### src/rtl/sdc_pkg.sv
package sdc_pkg;
   typedef enum logic [1:0] {
      ST_NONE = 2'b00,
      ST_UNC  = 2'b01,
      ST_SHR  = 2'b10
   } line_st_e;

   typedef enum logic [1:0] {
      FK_LOADMEM = 2'b00,
      FK_OWNERWB = 2'b01,
      FK_C2C     = 2'b10,
      FK_RSVD    = 2'b11
   } fill_kind_e;
endpackage

### src/rtl/sdc_pick.sv
module sdc_pick #(
   parameter int N  = 8,
   localparam int IW = (N < 2) ? 1 : $clog2(N)
) (
   input  logic [N-1:0]  req,
   output logic          any,
   output logic [IW-1:0] idx
);
   always_comb begin
      any = |req;
      idx = '0;
      for (int i = N - 1; i >= 0; i--) begin
         if (req[i]) idx = IW'(i);
      end
   end
endmodule

### src/rtl/sdc_lru.sv
module sdc_lru #(
   parameter int N  = 8,
   localparam int IW = (N < 2) ? 1 : $clog2(N)
) (
   input  logic          clk,
   input  logic          rst_n,
   input  logic          touch_en,
   input  logic [IW-1:0] touch_idx,
   output logic [IW-1:0] victim_idx
);
   localparam logic [IW-1:0] OLDEST = IW'(N - 1);

   logic [IW-1:0] rank_q [N];
   logic [N-1:0]  old_vec;
   logic [IW-1:0] touch_rank;

   assign touch_rank = rank_q[touch_idx];

   always_ff @(posedge clk) begin
      for (int i = 0; i < N; i++) begin
         if (!rst_n) begin
            rank_q[i] <= IW'(i);
         end else if (touch_en) begin
            if (touch_idx == IW'(i))
               rank_q[i] <= '0;
            else if (rank_q[i] < touch_rank)
               rank_q[i] <= rank_q[i] + 1'b1;
         end
      end
   end

   genvar g;
   generate
      for (g = 0; g < N; g++) begin : g_old
         assign old_vec[g] = (rank_q[g] == OLDEST);
      end
   endgenerate

   always_comb begin
      victim_idx = '0;
      for (int i = 0; i < N; i++) begin
         if (old_vec[i]) victim_idx = IW'(i);
      end
   end


   one_oldest_chk: assert property (@(posedge clk) disable iff (!rst_n)
      $onehot(old_vec));
endmodule

### src/rtl/home_sdc.sv
module home_sdc
   import sdc_pkg::*;
#(
   parameter int ENTRIES = 8,
   parameter int ADDR_W  = 20,
   parameter int DATA_W  = 64,
   localparam int IW = (ENTRIES < 2) ? 1 : $clog2(ENTRIES)
) (
   input  logic              clk,
   input  logic              rst_n,
   input  logic              lk_valid,
   input  logic [ADDR_W-1:0] lk_addr,
   input  logic              fill_valid,
   input  logic [1:0]        fill_kind,
   input  logic              fill_dir_hit,
   input  logic [ADDR_W-1:0] fill_addr,
   input  logic [DATA_W-1:0] fill_data,
   input  logic              inv_valid,
   input  logic [ADDR_W-1:0] inv_addr,
   output logic              rsp_valid,
   output logic              rsp_hit,
   output logic [DATA_W-1:0] rsp_data,
   output logic [1:0]        rsp_state,
   output logic              rsp_dir_known,
   output logic              mem_rd_cancel
);
   generate
      if (ENTRIES < 2) begin : g_bad_entries
         $error("home_sdc: ENTRIES must be at least 2");
      end
      if (ADDR_W < 1 || DATA_W < 1) begin : g_bad_width
         $error("home_sdc: widths must be positive");
      end
   endgenerate

   logic              vld_q [ENTRIES];
   logic [ADDR_W-1:0] tag_q [ENTRIES];
   logic [DATA_W-1:0] dat_q [ENTRIES];
   logic [1:0]        st_q  [ENTRIES];

   logic [ENTRIES-1:0] lk_match, fl_match, inv_match, free_vec;
   logic               lk_any, fl_any, free_any;
   logic [IW-1:0]      lk_idx, fl_idx, free_idx, victim_idx, tgt_idx;
   logic               kind_ok, fill_ok, same_inv;
   logic [1:0]         fill_state;
   logic               touch_en;
   logic [IW-1:0]      touch_idx;

   genvar g;
   generate
      for (g = 0; g < ENTRIES; g++) begin : g_cmp
         assign lk_match[g]  = vld_q[g] && (tag_q[g] == lk_addr);
         assign fl_match[g]  = vld_q[g] && (tag_q[g] == fill_addr);
         assign inv_match[g] = vld_q[g] && (tag_q[g] == inv_addr);
         assign free_vec[g]  = !vld_q[g];
      end
   endgenerate

   sdc_pick #(.N(ENTRIES)) u_pick_lk   (.req(lk_match), .any(lk_any),   .idx(lk_idx));
   sdc_pick #(.N(ENTRIES)) u_pick_fl   (.req(fl_match), .any(fl_any),   .idx(fl_idx));
   sdc_pick #(.N(ENTRIES)) u_pick_free (.req(free_vec), .any(free_any), .idx(free_idx));

   always_comb begin
      case (fill_kind)
         FK_LOADMEM: kind_ok = fill_dir_hit;
         FK_OWNERWB: kind_ok = 1'b1;
         FK_C2C:     kind_ok = 1'b1;
         default:    kind_ok = 1'b0;
      endcase
   end

   assign same_inv   = inv_valid && (inv_addr == fill_addr);
   assign fill_ok    = fill_valid && kind_ok && !same_inv;
   assign fill_state = (fill_kind == FK_OWNERWB) ? ST_UNC : ST_SHR;
   assign tgt_idx    = fl_any ? fl_idx : (free_any ? free_idx : victim_idx);

   assign touch_en  = fill_ok || (lk_valid && lk_any);
   assign touch_idx = fill_ok ? tgt_idx : lk_idx;

   sdc_lru #(.N(ENTRIES)) u_lru (
      .clk        (clk),
      .rst_n      (rst_n),
      .touch_en   (touch_en),
      .touch_idx  (touch_idx),
      .victim_idx (victim_idx)
   );

   always_ff @(posedge clk) begin
      for (int i = 0; i < ENTRIES; i++) begin
         if (!rst_n) begin
            vld_q[i] <= 1'b0;
            tag_q[i] <= '0;
            dat_q[i] <= '0;
            st_q[i]  <= ST_NONE;
         end else if (fill_ok && (tgt_idx == IW'(i))) begin
            vld_q[i] <= 1'b1;
            tag_q[i] <= fill_addr;
            dat_q[i] <= fill_data;
            st_q[i]  <= fill_state;
         end else if (inv_valid && inv_match[i]) begin
            vld_q[i] <= 1'b0;
            st_q[i]  <= ST_NONE;
         end
      end
   end

   logic hit_now;
   assign hit_now = lk_valid && lk_any;

   always_ff @(posedge clk) begin
      if (!rst_n) begin
         rsp_valid     <= 1'b0;
         rsp_hit       <= 1'b0;
         rsp_data      <= '0;
         rsp_state     <= ST_NONE;
         rsp_dir_known <= 1'b0;
         mem_rd_cancel <= 1'b0;
      end else begin
         rsp_valid     <= lk_valid;
         rsp_hit       <= hit_now;
         rsp_data      <= hit_now ? dat_q[lk_idx] : '0;
         rsp_state     <= hit_now ? st_q[lk_idx] : ST_NONE;
         rsp_dir_known <= hit_now && (st_q[lk_idx] == ST_UNC);
         mem_rd_cancel <= hit_now;
      end
   end


   rsp_follows_chk: assert property (@(posedge clk) disable iff (!rst_n)
      lk_valid |=> rsp_valid);

   hit_has_state_chk: assert property (@(posedge clk) disable iff (!rst_n)
      rsp_hit |-> (rsp_valid && rsp_state != ST_NONE));

   dir_known_chk: assert property (@(posedge clk) disable iff (!rst_n)
      rsp_dir_known |-> (rsp_hit && rsp_state == ST_UNC));

   cancel_chk: assert property (@(posedge clk) disable iff (!rst_n)
      rsp_valid |-> (mem_rd_cancel == rsp_hit));

   no_dup_chk: assert property (@(posedge clk) disable iff (!rst_n)
      $onehot0(fl_match));
endmodule

### config.mk
export PLATFORM = sky130hd
export DESIGN_NAME = home_sdc
export DESIGN_NICKNAME = d
export VERILOG_FILES = /design/src/rtl/sdc_pkg.sv /design/src/rtl/sdc_pick.sv /design/src/rtl/sdc_lru.sv /design/src/rtl/home_sdc.sv
export SDC_FILE = /design/constraint.sdc
export NUM_CORES = 2
export LEC_CHECK = 0
export BUFFER_PORTS_ARGS = -buffer_cell sky130_fd_sc_hd__buf_4
export CAP_MARGIN = 20
export CORE_MARGIN = 4
export CORE_UTILIZATION = 47
export CTS_CLUSTER_SIZE = 20
export DETAILED_ROUTE_END_ITERATION = 8
export HOLD_SLACK_MARGIN = 0.12
export PLACE_DENSITY = 0.66
export SYNTH_ARGS = -nofsm -noshare
export SYNTH_HDL_FRONTEND = slang
export SYNTH_SLANG_ARGS = --single-unit
### constraint.sdc
create_clock -name clk -period 9.96 [get_ports clk]
set_clock_uncertainty 0.1 [all_clocks]
set_input_delay 0.996 -clock clk [delete_from_list [all_inputs] [get_ports clk]]
set_output_delay 0.996 -clock clk [all_outputs]
set_load 0.02 [all_outputs]
---- After elaboration in Yosys (flattened, before gate mapping) ----
Memories as Yosys holds them, arrays and structs flattened. A register that Yosys moved wholly into a read port is not among the register bits.
Index checks and enable logic that the tools add are counted.
storage, ports and cells
  memory bits (writable) .................. 720
  logic and storage cells ................. 431
  register bits ........................... 5
  output and inout bits ................... 70
  memories kept ........................... 5
  input port bits ......................... 132
memories
  memory        words  bits a word  read ports  clocked after memory_dff  write ports  line            RTL
  dat_q         8      64           1           1                         8            home_sdc.sv:38  logic [DATA_W-1:0] dat_q [ENTRIES];
  tag_q         8      20           8           0                         8            home_sdc.sv:37  logic [ADDR_W-1:0] tag_q [ENTRIES];
  u_lru.rank_q  8      3            9           0                         8            sdc_lru.sv:13   logic [IW-1:0] rank_q [N];
  st_q          8      2            1           0                         8            home_sdc.sv:39  logic [1:0] st_q [ENTRIES];
  vld_q         8      1            8           0                         8            home_sdc.sv:36  logic vld_q [ENTRIES];
cells by class
  bitwise gates (word level) .............. 64
  equality and inequality tests ........... 49
  add/sub/neg operators ................... 8
  muxes and demuxes ....................... 229
  reduce and logical (&&, ||, !) cells .... 64
  $lt $le $gt $ge ......................... 8
operators by type and width
  cell                                                             number
  64-bit 2-to-1 mux                                                8
  20-bit == test                                                   25
  20-bit 2-to-1 mux                                                8
  1-bit 2-to-1 mux                                                 146
  3-bit 2-to-1 mux                                                 47
  1-bit OR                                                         64
  3-bit == test, second input constant                             15
  1-bit logical AND                                                45
  2-bit 2-to-1 mux                                                 19
  3-bit by 1-bit adder with 3-bit output, second input constant    8
  3-bit < comparator                                               8
  8-bit OR reduction                                               3
  3-bit by 2-bit == test with 1-bit output, second input constant  4
  1-bit zero test                                                  10
  3-bit by 1-bit == test with 1-bit output, second input constant  2
  3-bit zero test                                                  2
  2-bit by 1-bit == test with 1-bit output, second input constant  2
  2-bit == test, second input constant                             1
  2-bit zero test                                                  1
  1-bit one-hot mux with 2 select lines                            1
  2-bit AND reduction                                              1
  2-bit OR reduction                                               1
  1-bit logical OR                                                 1

---- Depth between registers and ports, before layout ----
An unclocked memory read counts as a cell.
  word-level depth ........................ 21
  mapped depth ............................ 22
  gate-level depth less buffers ........... 22

---- Hierarchy ----
A second synthesis with hierarchy kept.
unflattened totals
  cell total of the unflattened synthesis .. 2,975
  area total of the unflattened synthesis .. 38,289.2 µm²
modules (own cells, without submodules)
  module    cells an instance  instances  area each (µm²)  seq. area each (µm²)
  home_sdc  2,743              1          35,980.8         22,271.4
  sdc_lru   193                1          2,064.5          720.7
  sdc_pick  13                 3          81.3             0.0

---- Worst setup path before layout ----
Ideal clock, no wire load.
  path kind ............................... input to register
  start ................................... in fill_addr[11]
  end ..................................... mem st_q[6][0] (enable)
  setup slack ............................. -0.410 ns
  path buffers ............................ 3
  arrival ................................. 9.943 ns
  required time ........................... 9.534 ns
  cell stages on the path ................. 13
  setup time .............................. 0.326 ns
  cells stage by stage .................... buf_2 -> clkbuf_1 -> xnor2_1 -> nand4_1 -> nor2_1 -> nand4_1 -> and4_1 -> a222oi_1 -> nor2_1 -> or2_2 -> clkbuf_1 -> o21ai_0 -> o21bai_1
RTL lines
  item                line            RTL
  start: declaration  home_sdc.sv:16  input logic [ADDR_W-1:0] fill_addr,
  end: declaration    home_sdc.sv:39

---- Final worst setup path ----
  start ................................... in lk_addr[5]
  end ..................................... reg rsp_data[8] (read register of dat_q)
on the way
  word-level cells in the longest chain between the ends .. 10
  elaborated cells between the ends (all ways) .. 28
  classes of those cells .................. eq/ne (8); mux (8); reduce/logical (12)
ends and longest elaborated chain
  item                            line            RTL
  start: declaration              home_sdc.sv:12  input logic [ADDR_W-1:0] lk_addr,
  20-bit == test                  home_sdc.sv:52  assign lk_match[g] = vld_q[g] && (tag_q[g] == lk_addr);
  1-bit logical AND               home_sdc.sv:52
  3-bit 2-to-1 mux (8 in series)  sdc_pick.sv:13  if (req[i]) idx = IW'(i);
  end: declaration                home_sdc.sv:22  output logic [DATA_W-1:0] rsp_data,
Parallel ways exist; a longest one is shown, timed or not.
A chain may end at the register's enable or synchronous reset.

==> results.ini <==
[routing]
routed_wirelength_mm=125.6
drc=0
vias=27900
drt_iter0_markers=2836
wl_per_cell_um=26.43
postRouteAntennaNets=0
first_pass_iters=6
vias_per_cell=5.869

[synthesis]
synth_top_area_share_pct=52.44
syn_inst=3474
ys_types=86
synth-edff-count=719
async_flop_share_pct=0
syn_avg_cell_area_um2=11.85
synth_top_family_by_area=simple AND/OR/NAND/NOR gates
netlist_area_um2=41170
synth_top_area_cell=edfxtp_1
synthMuxAreaShare_pct=3.285
synthSimpleGateAreaFrac_pct=18.48
syn_nets=3632
synth-seq-cells=789
synth_compound_area_share_pct=7.606
ys.warnings.count=0
synth-xor-area-share_pct=10.68
ys.flop_type=edfxtp_1
seq_area_frac_synth_pct=55.84
synthTopCellsByArea=edfxtp_1 (52%), and2_1 (7.9%), xnor2_1 (6.0%), xor2_1 (4.6%), a211oi_1 (3.7%)
synth_adder_area_share_pct=0.7901

[timing]
fmax_ghz=0.1554
setup_tns_ns=0
worst_slew_pin_slew_ns=1.306
max-slew-margin-rel_pct=12.94
period_share_pct=64.63
setup_viol=0
finalHoldViolations=0
fin_crit_ns=6.437
rsz0062_at_grt=no
final_max_slew_viol_count=0

[layout]
drive_gt1_share_pct=11.80
final_nets=3678
finalNonFillerCells=4754
final_common_cell=edfxtp_1
utilization_pct=53.24
final_cell_mix=edfxtp_1 (719), and2_1 (518), xnor2_1 (284)
fin_area_um2=46260
syn2layout_area_growth_pct=12.34

[placed_design]
place.detailed.hpwl_mm=74.05
placed_cell_area_um2=43320
port_buffers=201
placed_cells=4587
place.gp.congestion=1.002

[global_routing]
antenna_found_initial=12
grt_pass1_vias=27430
grt.overflow.total=0
use_met2_pct=42.29
grt_pass1_wl_mm=184.8
track_usage_pct=26.59
grt_util_met1_pct=35.55
use_met3_pct=6.013
busiest_layer=met2
grt_max_degree=225

[critical_path]
end_kind=flip-flop
crit_chain=buf_4 > xnor2_1 > nand4_1 > or4_1 > or2_2 > a221oi_2 > o21a_4 > buf_4 > buf_4 > buf_12 > nor2b_1 > a211oi_1 > a211oi_1 > a21oi_1 > nor2_1
cpLargestDelayFamily=buffers and inverters
slowest_delay_ns=0.82
cp.required_ns=10.35
crit_fanout=224
crit_path_top_delay_cell=buf_4
critPathKind=in2reg
path_common_cell=buf_4
start_kind=primary input
cp_num_buf_inv=4
arrival_ns=6.83

[clock_network]
root_buffer=clkbuf_16
cts_setup_buffers=0
hold_buffers=0
cts_tree=yes
cts_max_level=3
clkLatencyLatePin_ns=0.66
cts_buffer_depth=3
cts_sinks=789
clkSlewWorstSetupHoldPaths_ns=0.06
cts_resized=0
cts_buffers=85

[power_and_ir_drop]
power-per-cell-area_nw_per_um2=166.9
total_power_mw=7.721
ir_worst_vdd_mv=0.1280
p_leak_nw=16.79

[die]
dieArea_um2=92400
start_util_pct=47.39
die_y_um=304.0
core_region_area_um2=86890
ios=202
fp.dieW_um=304.0
num_rows=108

[flow_run]
cap_violations=0

[outcome]
status=finished clean

[min_path]
hp-class=in2reg

[sequential cells by signal, summed over array words and instances (netlist names)]
register / flops
rsp_valid: 1
mem_rd_cancel: 1
rsp_data: 64
rsp_dir_known: 1
dat_q: 512
rsp_state: 2
st_q: 16
u_lru.rank_q: 24
tag_q: 160
vld_q: 8
[cell usage after synthesis, types with 7 or more instances]
master,n
dfxtp_1,70
mux2i_1,134
o21ai_0,17
and2_1,518
a21oi_1,141
nand4_1,101
or2_2,9
or3_1,7
nand3_1,33
xnor2_1,284
inv_1,21
nor2b_1,133
clkbuf_1,204
xor2_1,216
edfxtp_1,719
and3_1,178
nor2_1,108
nor3_1,27
o22ai_1,8
nand2_1,42
nor4_1,63
buf_6,20
ha_1,26
or4_1,11
and4_1,7
buf_2,34
a211oi_1,202
buf_4,14
[layout make-up]
type	count	area (um2)
clock inverter	40	474.2
multi-input combinational	2386	16980
clock buffer	119	2416
fill	7367	40630
sequential	789	22990
inverter	21	78.83
tap	1155	1445
timing repair buffer	237	1849
antenna	7	17.52
[per-layer routing]
| metal | wire (um) | share of wire (%) |
|---|---|---|
| met1 | 52010 | 41 |
| met2 | 57780 | 46 |
| met3 | 10480 | 8.3 |
| met4 | 5295 | 4.2 |
| met5 | 72 | 0.057 |
[stage by stage]
step / worst slack (ns) / hold slack [ns]
2_1_floorplan: 0.1673 / 0.3904
6_report: 3.523 / 0.5557
4_1_cts: 3.670 / 0.5195
3_3_place_gp: 3.034 / 0.5442
5_1_grt: 3.196 / 0.5462
3_5_place_dp: 2.998 / 0.5626
[worst reg2reg max path, stage by stage (launching register included)]
cell and delay, ns:
edfxtp_1 0.51, xnor2_1 0.26, nand4_1 0.12, or4_1 0.57, or2_2 0.33, a221oi_2 0.32, o21a_4 0.68, buf_4 0.63
buf_4 0.84, buf_12 0.85, nor2b_1 0.44, a211oi_1 0.26, a211oi_1 0.09, a21oi_1 0.17, nor2_1 0.07
[final timing paths]
kind | cells after the start | slack [ns] | start | to
max | 15 | 3.52 | lk_addr[5] | rsp_data[8]
min | 3 | 0.56 | lk_valid | rsp_valid
max reg2reg | 14 | 3.54 | tag_q[1][65] | rsp_data[8]
min reg2reg | 4 | 0.57 | dat_q[3][9] | rsp_data[9]
[power breakdown]
group	switching, mW	leakage [nW]	internal [mW]
clock network	1.34	1.42	1.91
logic	0.414	7.40	0.230
registers	0.0882	7.97	3.74
[cells by family (layout without fill, tap and decap cells)]
kind of cell	count (synthesis)	count (layout)
mux	135	135
simple gates	1269	1269
xor+xnor	501	501
buf+inv	299	417
compound gates	455	455
flops	789	789
other cells	0	7
fa+ha+maj	26	26
(Power assumes the default switching activity.)
